**src/rtl/stat_srq_pkg.sv**
```systemverilog
package stat_srq_pkg;
  typedef enum logic [2:0] {
    A_QEVT = 3'd0,
    A_QEN  = 3'd1,
    A_SEVT = 3'd2,
    A_SEN  = 3'd3,
    A_OCND = 3'd4,
    A_OEN  = 3'd5,
    A_STB  = 3'd6,
    A_SRE  = 3'd7
  } reg_addr_e;

  localparam int unsigned STB_W   = 8;
  localparam int unsigned STD_W   = 8;
  localparam int unsigned BIT_QD  = 3;
  localparam int unsigned BIT_ESB = 5;
  localparam int unsigned BIT_RQS = 6;
  localparam int unsigned BIT_OPR = 7;
endpackage

```
**src/rtl/stat_group.sv**
```systemverilog
module stat_group #(
  parameter int unsigned W      = 8,
  parameter bit          CLR_RD = 1'b0
) (
  input  logic         clk_i,
  input  logic         rst_ni,
  input  logic [W-1:0] evt_i,
  input  logic         rd_i,
  input  logic         en_wr_i,
  input  logic [W-1:0] en_wdata_i,
  output logic [W-1:0] evt_o,
  output logic [W-1:0] en_o,
  output logic         sum_o
);
  logic [W-1:0] evt_q, en_q, evt_d;
  logic         clr;

  generate
    if (CLR_RD) begin : g_clr
      assign clr = rd_i;
    end else begin : g_hold
      assign clr = 1'b0;
    end
  endgenerate

  // same-cycle event survives a clearing read
  assign evt_d = clr ? evt_i : (evt_q | evt_i);

  always_ff @(posedge clk_i or negedge rst_ni) begin
    if (!rst_ni) begin
      evt_q <= '0;
      en_q  <= '0;
    end else begin
      evt_q <= evt_d;
      if (en_wr_i) en_q <= en_wdata_i;
    end
  end

  assign evt_o = evt_q;
  assign en_o  = en_q;
  assign sum_o = |(evt_q & en_q);


  evt_latch_chk: assert property (@(posedge clk_i) disable iff (!rst_ni)
    (evt_i != '0) |=> ((evt_q & $past(evt_i)) == $past(evt_i)));

  generate
    if (CLR_RD) begin : g_clr_chk

      rd_clear_chk: assert property (@(posedge clk_i) disable iff (!rst_ni)
        rd_i |=> (evt_q == $past(evt_i)));
    end else begin : g_hold_chk

      evt_sticky_chk: assert property (@(posedge clk_i) disable iff (!rst_ni)
        1'b1 |=> ((evt_q & $past(evt_q)) == $past(evt_q)));
    end
  endgenerate
endmodule

```
**src/rtl/stb_ctrl.sv**
```systemverilog
module stb_ctrl
  import stat_srq_pkg::*;
(
  input  logic             clk_i,
  input  logic             rst_ni,
  input  logic             sum_qd_i,
  input  logic             sum_esb_i,
  input  logic             sum_opr_i,
  input  logic             sre_wr_i,
  input  logic [STB_W-1:0] sre_wdata_i,
  input  logic             spoll_i,
  output logic [STB_W-1:0] sre_o,
  output logic [STB_W-1:0] stb_o,
  output logic             rqs_o
);
  logic [STB_W-1:0] sre_q, sum_vec, req_mask;
  logic             rqs_q, req;

  always_comb begin
    sum_vec          = '0;
    sum_vec[BIT_QD]  = sum_qd_i;
    sum_vec[BIT_ESB] = sum_esb_i;
    sum_vec[BIT_OPR] = sum_opr_i;
    req_mask         = sre_q;
    req_mask[BIT_RQS] = 1'b0;  // no self-feedback
  end

  assign req = |(sum_vec & req_mask);

  always_ff @(posedge clk_i or negedge rst_ni) begin
    if (!rst_ni) begin
      sre_q <= '0;
      rqs_q <= 1'b0;
    end else begin
      if (sre_wr_i) sre_q <= sre_wdata_i;
      if (spoll_i)  rqs_q <= 1'b0;
      else if (req) rqs_q <= 1'b1;
    end
  end

  always_comb begin
    stb_o          = sum_vec;
    stb_o[BIT_RQS] = rqs_q;
  end

  assign sre_o = sre_q;
  assign rqs_o = rqs_q;


  rqs_set_chk: assert property (@(posedge clk_i) disable iff (!rst_ni)
    (req && !spoll_i) |=> rqs_q);

  poll_clr_chk: assert property (@(posedge clk_i) disable iff (!rst_ni)
    spoll_i |=> !rqs_q);

  rqs_hold_chk: assert property (@(posedge clk_i) disable iff (!rst_ni)
    (rqs_q && !spoll_i) |=> rqs_q);

  unused_zero_chk: assert property (@(posedge clk_i) disable iff (!rst_ni)
    (stb_o[2:0] == 3'b000) && !stb_o[4]);
endmodule

```
**src/rtl/stat_srq_top.sv**
```systemverilog
module stat_srq_top
  import stat_srq_pkg::*;
#(
  parameter int unsigned DW = 16,
  parameter int unsigned QW = 16,
  parameter int unsigned OW = 16
) (
  input  logic          clk_i,
  input  logic          rst_ni,
  input  logic [2:0]    addr_i,
  input  logic          rd_i,
  input  logic          wr_i,
  input  logic          spoll_i,
  input  logic [DW-1:0] wdata_i,
  output logic [DW-1:0] rdata_o,
  input  logic [QW-1:0] ques_evt_i,
  input  logic [7:0]    std_evt_i,
  input  logic [OW-1:0] oper_evt_i,
  output logic          srq_o
);
  reg_addr_e        addr;
  logic [QW-1:0]    q_evt, q_en;
  logic [STD_W-1:0] s_evt, s_en;
  logic [OW-1:0]    o_evt, o_en;
  logic [STB_W-1:0] sre, stb;
  logic             q_sum, s_sum, o_sum, rqs;

  assign addr = reg_addr_e'(addr_i);

  stat_group #(.W(QW), .CLR_RD(1'b0)) i_ques (
    .clk_i, .rst_ni, .evt_i(ques_evt_i), .rd_i(rd_i && addr == A_QEVT),
    .en_wr_i(wr_i && addr == A_QEN), .en_wdata_i(wdata_i[QW-1:0]),
    .evt_o(q_evt), .en_o(q_en), .sum_o(q_sum));

  stat_group #(.W(STD_W), .CLR_RD(1'b1)) i_std (
    .clk_i, .rst_ni, .evt_i(std_evt_i), .rd_i(rd_i && addr == A_SEVT),
    .en_wr_i(wr_i && addr == A_SEN), .en_wdata_i(wdata_i[STD_W-1:0]),
    .evt_o(s_evt), .en_o(s_en), .sum_o(s_sum));

  stat_group #(.W(OW), .CLR_RD(1'b0)) i_oper (
    .clk_i, .rst_ni, .evt_i(oper_evt_i), .rd_i(rd_i && addr == A_OCND),
    .en_wr_i(wr_i && addr == A_OEN), .en_wdata_i(wdata_i[OW-1:0]),
    .evt_o(o_evt), .en_o(o_en), .sum_o(o_sum));

  stb_ctrl i_stb (
    .clk_i, .rst_ni, .sum_qd_i(q_sum), .sum_esb_i(s_sum), .sum_opr_i(o_sum),
    .sre_wr_i(wr_i && addr == A_SRE), .sre_wdata_i(wdata_i[STB_W-1:0]),
    .spoll_i, .sre_o(sre), .stb_o(stb), .rqs_o(rqs));

  always_comb begin
    rdata_o = '0;
    if (spoll_i) begin
      rdata_o = DW'(stb);
    end else if (rd_i) begin
      unique case (addr)
        A_QEVT:  rdata_o = DW'(q_evt);
        A_QEN:   rdata_o = DW'(q_en);
        A_SEVT:  rdata_o = DW'(s_evt);
        A_SEN:   rdata_o = DW'(s_en);
        A_OCND:  rdata_o = DW'(o_evt);
        A_OEN:   rdata_o = DW'(o_en);
        A_STB:   rdata_o = DW'(stb);
        default: rdata_o = DW'(sre);
      endcase
    end
  end

  assign srq_o = rqs;


  qd_follow_chk: assert property (@(posedge clk_i) disable iff (!rst_ni)
    (stb[BIT_QD] == |(q_evt & q_en)));

  poll_bit6_chk: assert property (@(posedge clk_i) disable iff (!rst_ni)
    (spoll_i && srq_o) |-> rdata_o[BIT_RQS]);

  poll_keep_sum_chk: assert property (@(posedge clk_i) disable iff (!rst_ni)
    (spoll_i && !wr_i && !rd_i && ques_evt_i == '0 && oper_evt_i == '0 && std_evt_i == '0)
      |=> (stb[BIT_QD] == $past(stb[BIT_QD])) && (stb[BIT_OPR] == $past(stb[BIT_OPR])));
endmodule

```
**config.mk**
```make
export PLATFORM = sky130hd
export DESIGN_NAME = stat_srq_top
export DESIGN_NICKNAME = d
export VERILOG_FILES = /design/src/rtl/stat_srq_pkg.sv /design/src/rtl/stat_group.sv /design/src/rtl/stb_ctrl.sv /design/src/rtl/stat_srq_top.sv
export SDC_FILE = /design/constraint.sdc
export NUM_CORES = 1
export LEC_CHECK = 0
export ABC_AREA = 1
export BUFFER_PORTS_ARGS = -buffer_cell sky130_fd_sc_hd__buf_2
export CAP_MARGIN = 20
export CELL_PAD_IN_SITES_DETAIL_PLACEMENT = 2
export CELL_PAD_IN_SITES_GLOBAL_PLACEMENT = 2
export CORE_UTILIZATION = 36
export CTS_BUF_LIST = sky130_fd_sc_hd__clkbuf_4
export DETAILED_ROUTE_END_ITERATION = 6
export PLACE_DENSITY = 0.92
export RECOVER_POWER = 100
export SYNTH_ARGS = -nofsm -noshare
export SYNTH_HDL_FRONTEND = slang
export SYNTH_SLANG_ARGS = --single-unit
export TNS_END_PERCENT = 10
```
**constraint.sdc**
```tcl
create_clock -name clk_i -period 3.15 [get_ports clk_i]
set_clock_uncertainty 0.2 [all_clocks]
set_input_delay 0.63 -clock clk_i [delete_from_list [all_inputs] [get_ports clk_i]]
set_output_delay 0.63 -clock clk_i [all_outputs]
set_load 0.02 [all_outputs]
```
**Word level (Yosys, flattened, before mapping)**

Cells that the tools add are included.

- Logic and storage cells: 39
- Memories kept: 0
- ROM bits: 0
- Bits in latches: 0
- Output and inout port bits: 17
- Flip-flop bits (word level): 89
- Bits in writable memories: 0
- Input bits: 64

- Divide/modulo/power cells: 0
- Bitwise logic cells: 7
- Multiplexer cells: 6
- Order comparisons: 0
- $add $sub $neg: 0
- Eq/ne operators: 7
- Reductions and logical operators: 11
- Shift operators: 0
- $mul: 0

Operators by type and width:

| cell | number |
|---|---|
| case mux 16 bit (7 select lines) | 1 |
| AND 16 bit | 2 |
| two-way mux 16 bit | 2 |
| bitwise OR 16 bit | 2 |
| OR reduction 16 bit | 2 |
| AND 8 bit | 2 |
| OR reduction 8 bit | 2 |
| == test 3 bit, second input constant | 4 |
| two-way mux 8 bit | 1 |
| bitwise OR 8 bit | 1 |
| == test 3 x 2 -> 1 bit, second input constant | 2 |
| logical AND 1 bit | 5 |
| == test 3 x 1 -> 1 bit, second input constant | 1 |
| logical NOT 3 bit | 1 |
| two-way mux 1 bit | 2 |
| nonzero test 2 bit | 1 |

**Longest topological paths before layout**

- Depth after elaboration: 6
- Gate-level depth with buffers: 10
- Mapped depth without buffers: 10

**Hierarchy**

From an unflattened synthesis, not the netlist that was laid out.

- Cells, all modules: 583
- Area total of the unflattened synthesis: 4779.6 um2

Modules (own cells, without submodules):

| module | area an instance (um2) | instances | seq. area each (um2) | cells an instance |
|---|---|---|---|---|
| stat_group at i_oper ... | 1283.7 | 2 | 800.8 | 101 |
| stat_srq_top | 1118.6 | 1 | 0.0 | 257 |
| stat_group at i_std | 663.1 | 1 | 400.4 | 73 |
| stb_ctrl | 430.4 | 1 | 225.2 | 51 |

**Least setup slack after synthesis**

No wires, ideal clock.

- Path kind: input -> output
- Start point: in addr_i[0]
- End point: out rdata_o[1]
- Required time: 2.320 ns
- Setup slack: 0.728 ns
- Arrival: 1.592 ns
- Stages: 8
- Buffers on the path: 1
- Path through: nor2_1 nand2_1 inv_2 buf_6 nand2_1 o21ai_1 inv_1 a31oi_1

- Longest elaborated chain between the ends: 4
- Elaborated cells on any way between the ends: 10
- Those cells by class: eq/ne (6); mux (3); reduce/logical (1)

RTL lines:

| what | RTL line | source |
|---|---|---|
| from (decl) | stat_srq_top.sv:10 | `input logic [2:0] addr_i,` |
| == test 3 bit, or another cell as far along | stat_srq_top.sv:55 | `unique case (addr)` |
| case mux 16 bit (7 select lines) (*) | stat_srq_top.sv:55 |  |
| two-way mux 16 bit (*) | stat_srq_top.sv:54 | `end else if (rd_i) begin` |
| two-way mux 16 bit (*) | stat_srq_top.sv:52 | `if (spoll_i) begin` |
| to (decl) | stat_srq_top.sv:15 | `output logic [DW-1:0] rdata_o,` |

Mark *: on every way between the ends. The rest lies on a longest branch, timed or not.

**Worst setup path in the final report**

- Start point: in addr_i[2]
- End point: out rdata_o[8]

The elaborated chain is that of the path after synthesis.

==> metrics.txt <==
# TYPE chip_impl_metric gauge
chip_impl_metric{name="core_area",unit="µm²"} 11470
chip_impl_metric{name="via_per_inst",unit=""} 5.130
chip_impl_metric{name="post_synthesis_simple_gate_area_fraction",unit="%"} 28.31
chip_impl_metric{name="regToRegSetupSlack",unit="ns"} 1.57
chip_impl_metric{name="top_level_ports",unit=""} 81
chip_impl_metric{name="cellInternalPower",unit="mW"} 1.741
chip_impl_metric{name="route.detailed.wl_per_inst",unit="µm"} 18.36
chip_impl_metric{name="detail_route.iter0.violations",unit=""} 155
chip_impl_metric{name="dp.final_hpwl",unit="mm"} 10.28
chip_impl_metric{name="final.min_clock_period",unit="ns"} 2.945
chip_impl_info{name="crit_family",value="simple AND/OR/NAND/NOR gates"} 1
chip_impl_metric{name="starting_density_of_the_core",unit="%"} 37.03
chip_impl_info{name="regToRegEndpoint",value="i_stb.rqs_o"} 1
chip_impl_metric{name="comb_power_share",unit="%"} 18.0
chip_impl_metric{name="worst_hold_path.num_cells",unit=""} 2
chip_impl_info{name="timing.hold.worst.class",value="in2reg"} 1
chip_impl_metric{name="maxCapViolations",unit=""} 0
chip_impl_metric{name="synth.cell_area",unit="µm²"} 4247
chip_impl_metric{name="synth_compound_area_share",unit="%"} 13.41
chip_impl_metric{name="crit_cells",unit=""} 7
chip_impl_info{name="unrepaired_setup_endpoints_after_global_routing",value="false"} 1
chip_impl_metric{name="insertedDiodeCount",unit=""} 0
chip_impl_metric{name="finalNetCount",unit=""} 665
chip_impl_metric{name="route.final.wire_length",unit="mm"} 13.72
chip_impl_metric{name="final.period_utilization",unit="%"} 93.49
chip_impl_metric{name="cts_hold_buffers",unit=""} 1
chip_impl_metric{name="dr_wl_met2",unit="mm"} 7.091
chip_impl_metric{name="postSynthNetCount",unit=""} 582
chip_impl_metric{name="hold_viol_final",unit=""} 0
chip_impl_metric{name="cts_max_level",unit=""} 3
chip_impl_metric{name="clk_transition_reported_paths",unit="ns"} 0.15
chip_impl_metric{name="cts_repair_resize_count",unit=""} 0
chip_impl_info{name="dominant_combinational_cell_family_by_area_after_synthesis",value="simple AND/OR/NAND/NOR gates"} 1
chip_impl_metric{name="timing.fmax",unit="MHz"} 339.6
chip_impl_metric{name="place.port_buffers",unit=""} 80
chip_impl_metric{name="floorplan.die_area",unit="µm²"} 12230
chip_impl_metric{name="gp_congestion",unit=""} 0.8037
chip_impl_metric{name="synth-seq-cells",unit=""} 89
chip_impl_metric{name="finalInstanceArea",unit="µm²"} 4831
chip_impl_metric{name="grt_util_all_layers",unit="%"} 24.28
chip_impl_metric{name="clockPowerShare",unit="%"} 28.2
chip_impl_metric{name="drive_gt1_share",unit="%"} 20.53
chip_impl_metric{name="firstDrtPassIters",unit=""} 4
chip_impl_info{name="synth_largest_area_cell",value="sky130_fd_sc_hd__dfrtp_1"} 1
chip_impl_info{name="path_cells",value="buf_2 > inv_4 > nor2_1 > inv_2 > nand2_1 > a41oi_1 > clkbuf_1"} 1
chip_impl_metric{name="area_after_detailed_placement",unit="µm²"} 4765
chip_impl_metric{name="grt_overflow_total",unit=""} 0
chip_impl_metric{name="floorplan.die.height",unit="µm"} 110.6
chip_impl_metric{name="setup_violations",unit=""} 0
chip_impl_metric{name="number_of_clock_buffers_inserted_by_tritoncts",unit=""} 9
chip_impl_metric{name="critPathMaxFanout",unit=""} 10
chip_impl_metric{name="critical_path.n_buffers_inverters",unit=""} 4
chip_impl_metric{name="ys_seq_area_share",unit="%"} 52.45
chip_impl_metric{name="grt_antenna_before_repair",unit=""} 0
chip_impl_info{name="worstReg2RegStart",value="i_ques.en_o[4]"} 1
chip_impl_info{name="max_layer_used",value="met4"} 1
chip_impl_metric{name="totalNegativeSetupSlack",unit="ns"} 0
chip_impl_metric{name="place.detailed.instances",unit=""} 732
chip_impl_info{name="outcome",value="finished clean"} 1
chip_impl_info{name="start_kind",value="input port"} 1
chip_impl_metric{name="global_route_wire_length_before_repair",unit="mm"} 22.98
chip_impl_info{name="hold_path_end",value="i_oper.evt_o[5]"} 1
chip_impl_metric{name="yosys_warnings",unit=""} 0
chip_impl_metric{name="clk_latency",unit="ns"} 0.48
chip_impl_info{name="cts_tree",value="built"} 1
chip_impl_metric{name="wl_met1",unit="mm"} 5.932
chip_impl_metric{name="worst-slew-pin-transition",unit="ns"} 1.376
chip_impl_metric{name="post_cts_buffers",unit=""} 0
chip_impl_metric{name="worst-endpoint-required",unit="ns"} 2.32
chip_impl_metric{name="maxSlewViolCount",unit=""} 0
chip_impl_metric{name="cts.sinks",unit=""} 89
chip_impl_metric{name="cellPowerDensity",unit="nW/µm²"} 526.6
chip_impl_metric{name="first_global_vias",unit=""} 4464
chip_impl_metric{name="synth.mux.area_fraction",unit="%"} 0
chip_impl_metric{name="route.antenna.remaining_nets",unit=""} 0
chip_impl_info{name="endpoint_kind",value="primary output"} 1
chip_impl_metric{name="synth.top_cell.area_share",unit="%"} 52.45
chip_impl_metric{name="met3RoutedLength",unit="µm"} 520
chip_impl_info{name="hold_path_startpoint",value="oper_evt_i[5]"} 1
chip_impl_metric{name="cellLeakagePower",unit="nW"} 2.339
chip_impl_info{name="critical_path.slowest_cell",value="sky130_fd_sc_hd__nor2_1"} 1
chip_impl_info{name="top_post_synthesis_cells_by_area",value="sky130_fd_sc_hd__dfrtp_1 52%, sky130_fd_sc_hd__nand2_1 18%, sky130_fd_sc_hd__or2_2 4.7%"} 1
chip_impl_metric{name="synth_area_per_cell",unit="µm²"} 8.198
chip_impl_metric{name="power.share.sequential",unit="%"} 53.8
chip_impl_metric{name="synth.distinct_cells",unit=""} 26
chip_impl_metric{name="largest_stage_delay_worst_path",unit="ns"} 0.38
chip_impl_metric{name="sw_frac_of_total",unit="%"} 31.55
chip_impl_metric{name="max_transition_margin",unit="%"} 8.234
chip_impl_info{name="layout.cells.most_common_list",value="210 x sky130_fd_sc_hd__nand2_1, 89 x sky130_fd_sc_hd__dfrtp_1, 63 x sky130_fd_sc_hd__buf_2, 53 x sky130_fd_sc_hd__o21ai_0, 33 x sky130_fd_sc_hd__inv_1"} 1
chip_impl_metric{name="postSynthCellCount",unit=""} 518
chip_impl_metric{name="r2r.worst_path.cells",unit=""} 8
chip_impl_metric{name="synth_adder_area_share",unit="%"} 0
chip_impl_metric{name="switching_power",unit="µW"} 802.6
chip_impl_metric{name="remaining_drc_errors",unit=""} 0
chip_impl_metric{name="vdd_drop_max",unit="mV"} 0.4176
chip_impl_metric{name="grt_start_max_net_pins",unit=""} 53
chip_impl_metric{name="yosys.area_share.xor_xnor",unit="%"} 0
chip_impl_metric{name="worst_ep_arrival_time",unit="ns"} 2.11
chip_impl_metric{name="cts_buffer_depth",unit=""} 2
chip_impl_metric{name="floorplan.die.width",unit="µm"} 110.6
chip_impl_metric{name="layoutNonFillerInstCount",unit=""} 747
chip_impl_metric{name="areaGrowthSynthToFinish",unit="%"} 13.76
chip_impl_info{name="mostFrequentLayoutCell",value="sky130_fd_sc_hd__nand2_1"} 1
chip_impl_info{name="setup.worst_path.class",value="in2out"} 1
chip_impl_metric{name="detailroute.via_count",unit=""} 3832
chip_impl_metric{name="final_util",unit="%"} 42.13
chip_impl_info{name="cts-root-buf",value="sky130_fd_sc_hd__clkbuf_4"} 1
chip_impl_metric{name="placementRows",unit=""} 39
[how the worst max path moves through the flow]
stage,from,to
2_1_floorplan,addr_i[0],rdata_o[1]
3_3_place_gp,addr_i[0],rdata_o[0]
3_5_place_dp,addr_i[0],rdata_o[0]
4_1_cts,addr_i[0],rdata_o[0]
5_1_grt,addr_i[0],rdata_o[5]
6_report,addr_i[2],rdata_o[8]
[cells by family after synthesis]
group                  count (synthesis)
and+or+nand+nor                      282
DFF                                   89
buffers and inverters                 51
AOI/OAI and AO/OA                     96
[layout make-up]
type                    instances  area, µm²
inverters                      39      148.9
clock buffers                   9      67.56
repair buffers                 84      407.9
clock inverters                 5      81.33
flip-flops and latches         89       2227
multi-input cells             378       1719
well taps                     143      178.9
fillers                      1372       6636
[routing by layer]
metal	GRT usage (%)	vias to the layer above
met4	6.311	0
met1	29.30	1924
met3	5.434	15
met2	43.44	78
met5	0	-
li1	-	1815
[state kept, by name, summed over array words and instances, names as in the netlist]
signal / count
i_std.en_o: 8
i_ques.evt_o: 16
i_oper.evt_o: 16
i_stb.sre_o: 8
i_stb.rqs_o: 1
i_std.evt_o: 8
i_ques.en_o: 16
i_oper.en_o: 16
[Yosys cell counts]
library cell,n
sky130_fd_sc_hd__nand2_1,205
sky130_fd_sc_hd__dfrtp_1,89
sky130_fd_sc_hd__o21ai_0,38
sky130_fd_sc_hd__inv_1,33
sky130_fd_sc_hd__or2_2,32
sky130_fd_sc_hd__nor2_1,27
sky130_fd_sc_hd__o21ai_1,19
sky130_fd_sc_hd__a21oi_1,10
sky130_fd_sc_hd__a41oi_1,8
sky130_fd_sc_hd__o21ai_2,8
sky130_fd_sc_hd__o21bai_1,8
sky130_fd_sc_hd__buf_6,5
sky130_fd_sc_hd__inv_2,5
sky130_fd_sc_hd__nand2_2,5
sky130_fd_sc_hd__nand3_1,4
sky130_fd_sc_hd__a31oi_1,3
sky130_fd_sc_hd__buf_2,3
sky130_fd_sc_hd__buf_4,3
sky130_fd_sc_hd__nor2_4,3
sky130_fd_sc_hd__and3_1,2
sky130_fd_sc_hd__nand4_1,2
sky130_fd_sc_hd__o21a_1,2
sky130_fd_sc_hd__clkbuf_2,1
sky130_fd_sc_hd__inv_4,1
sky130_fd_sc_hd__nand2_4,1
sky130_fd_sc_hd__nand3_2,1
[worst register-to-register path: stages, from the launching register on]
cell	delay, ns
sky130_fd_sc_hd__dfrtp_1	0.45
sky130_fd_sc_hd__nand2_1	0.09
sky130_fd_sc_hd__nand2_1	0.06
sky130_fd_sc_hd__nor2_1	0.20
sky130_fd_sc_hd__nand2_1	0.08
sky130_fd_sc_hd__o21ai_0	0.19
sky130_fd_sc_hd__nand3_1	0.10
sky130_fd_sc_hd__nand2_1	0.07
sky130_fd_sc_hd__inv_1	0.04
[power groups by stage]
stage / logic [mW] / registers, mW / clock network [mW]
CTS: 0.487 / 1.37 / 0.748
detailed placement: 0.480 / 1.39 / 0
global route: 0.527 / 1.39 / 0.780
finish: 0.457 / 1.37 / 0.717
global placement: 0.446 / 1.38 / 0
floorplan: 0.298 / 1.35 / 0
[stage by stage]
step                setup slack, ns  power (mW)  hold WS, ns
global placement             0.3732       1.824       0.2619
CTS                          0.2661       2.604      0.08629
floorplan                    0.7285       1.652       0.1344
finish                       0.2050       2.544       0.1256
detailed placement           0.2833       1.870       0.2781
global route                0.08099       2.693      0.09006
Power figures use the tool's default switching activity.
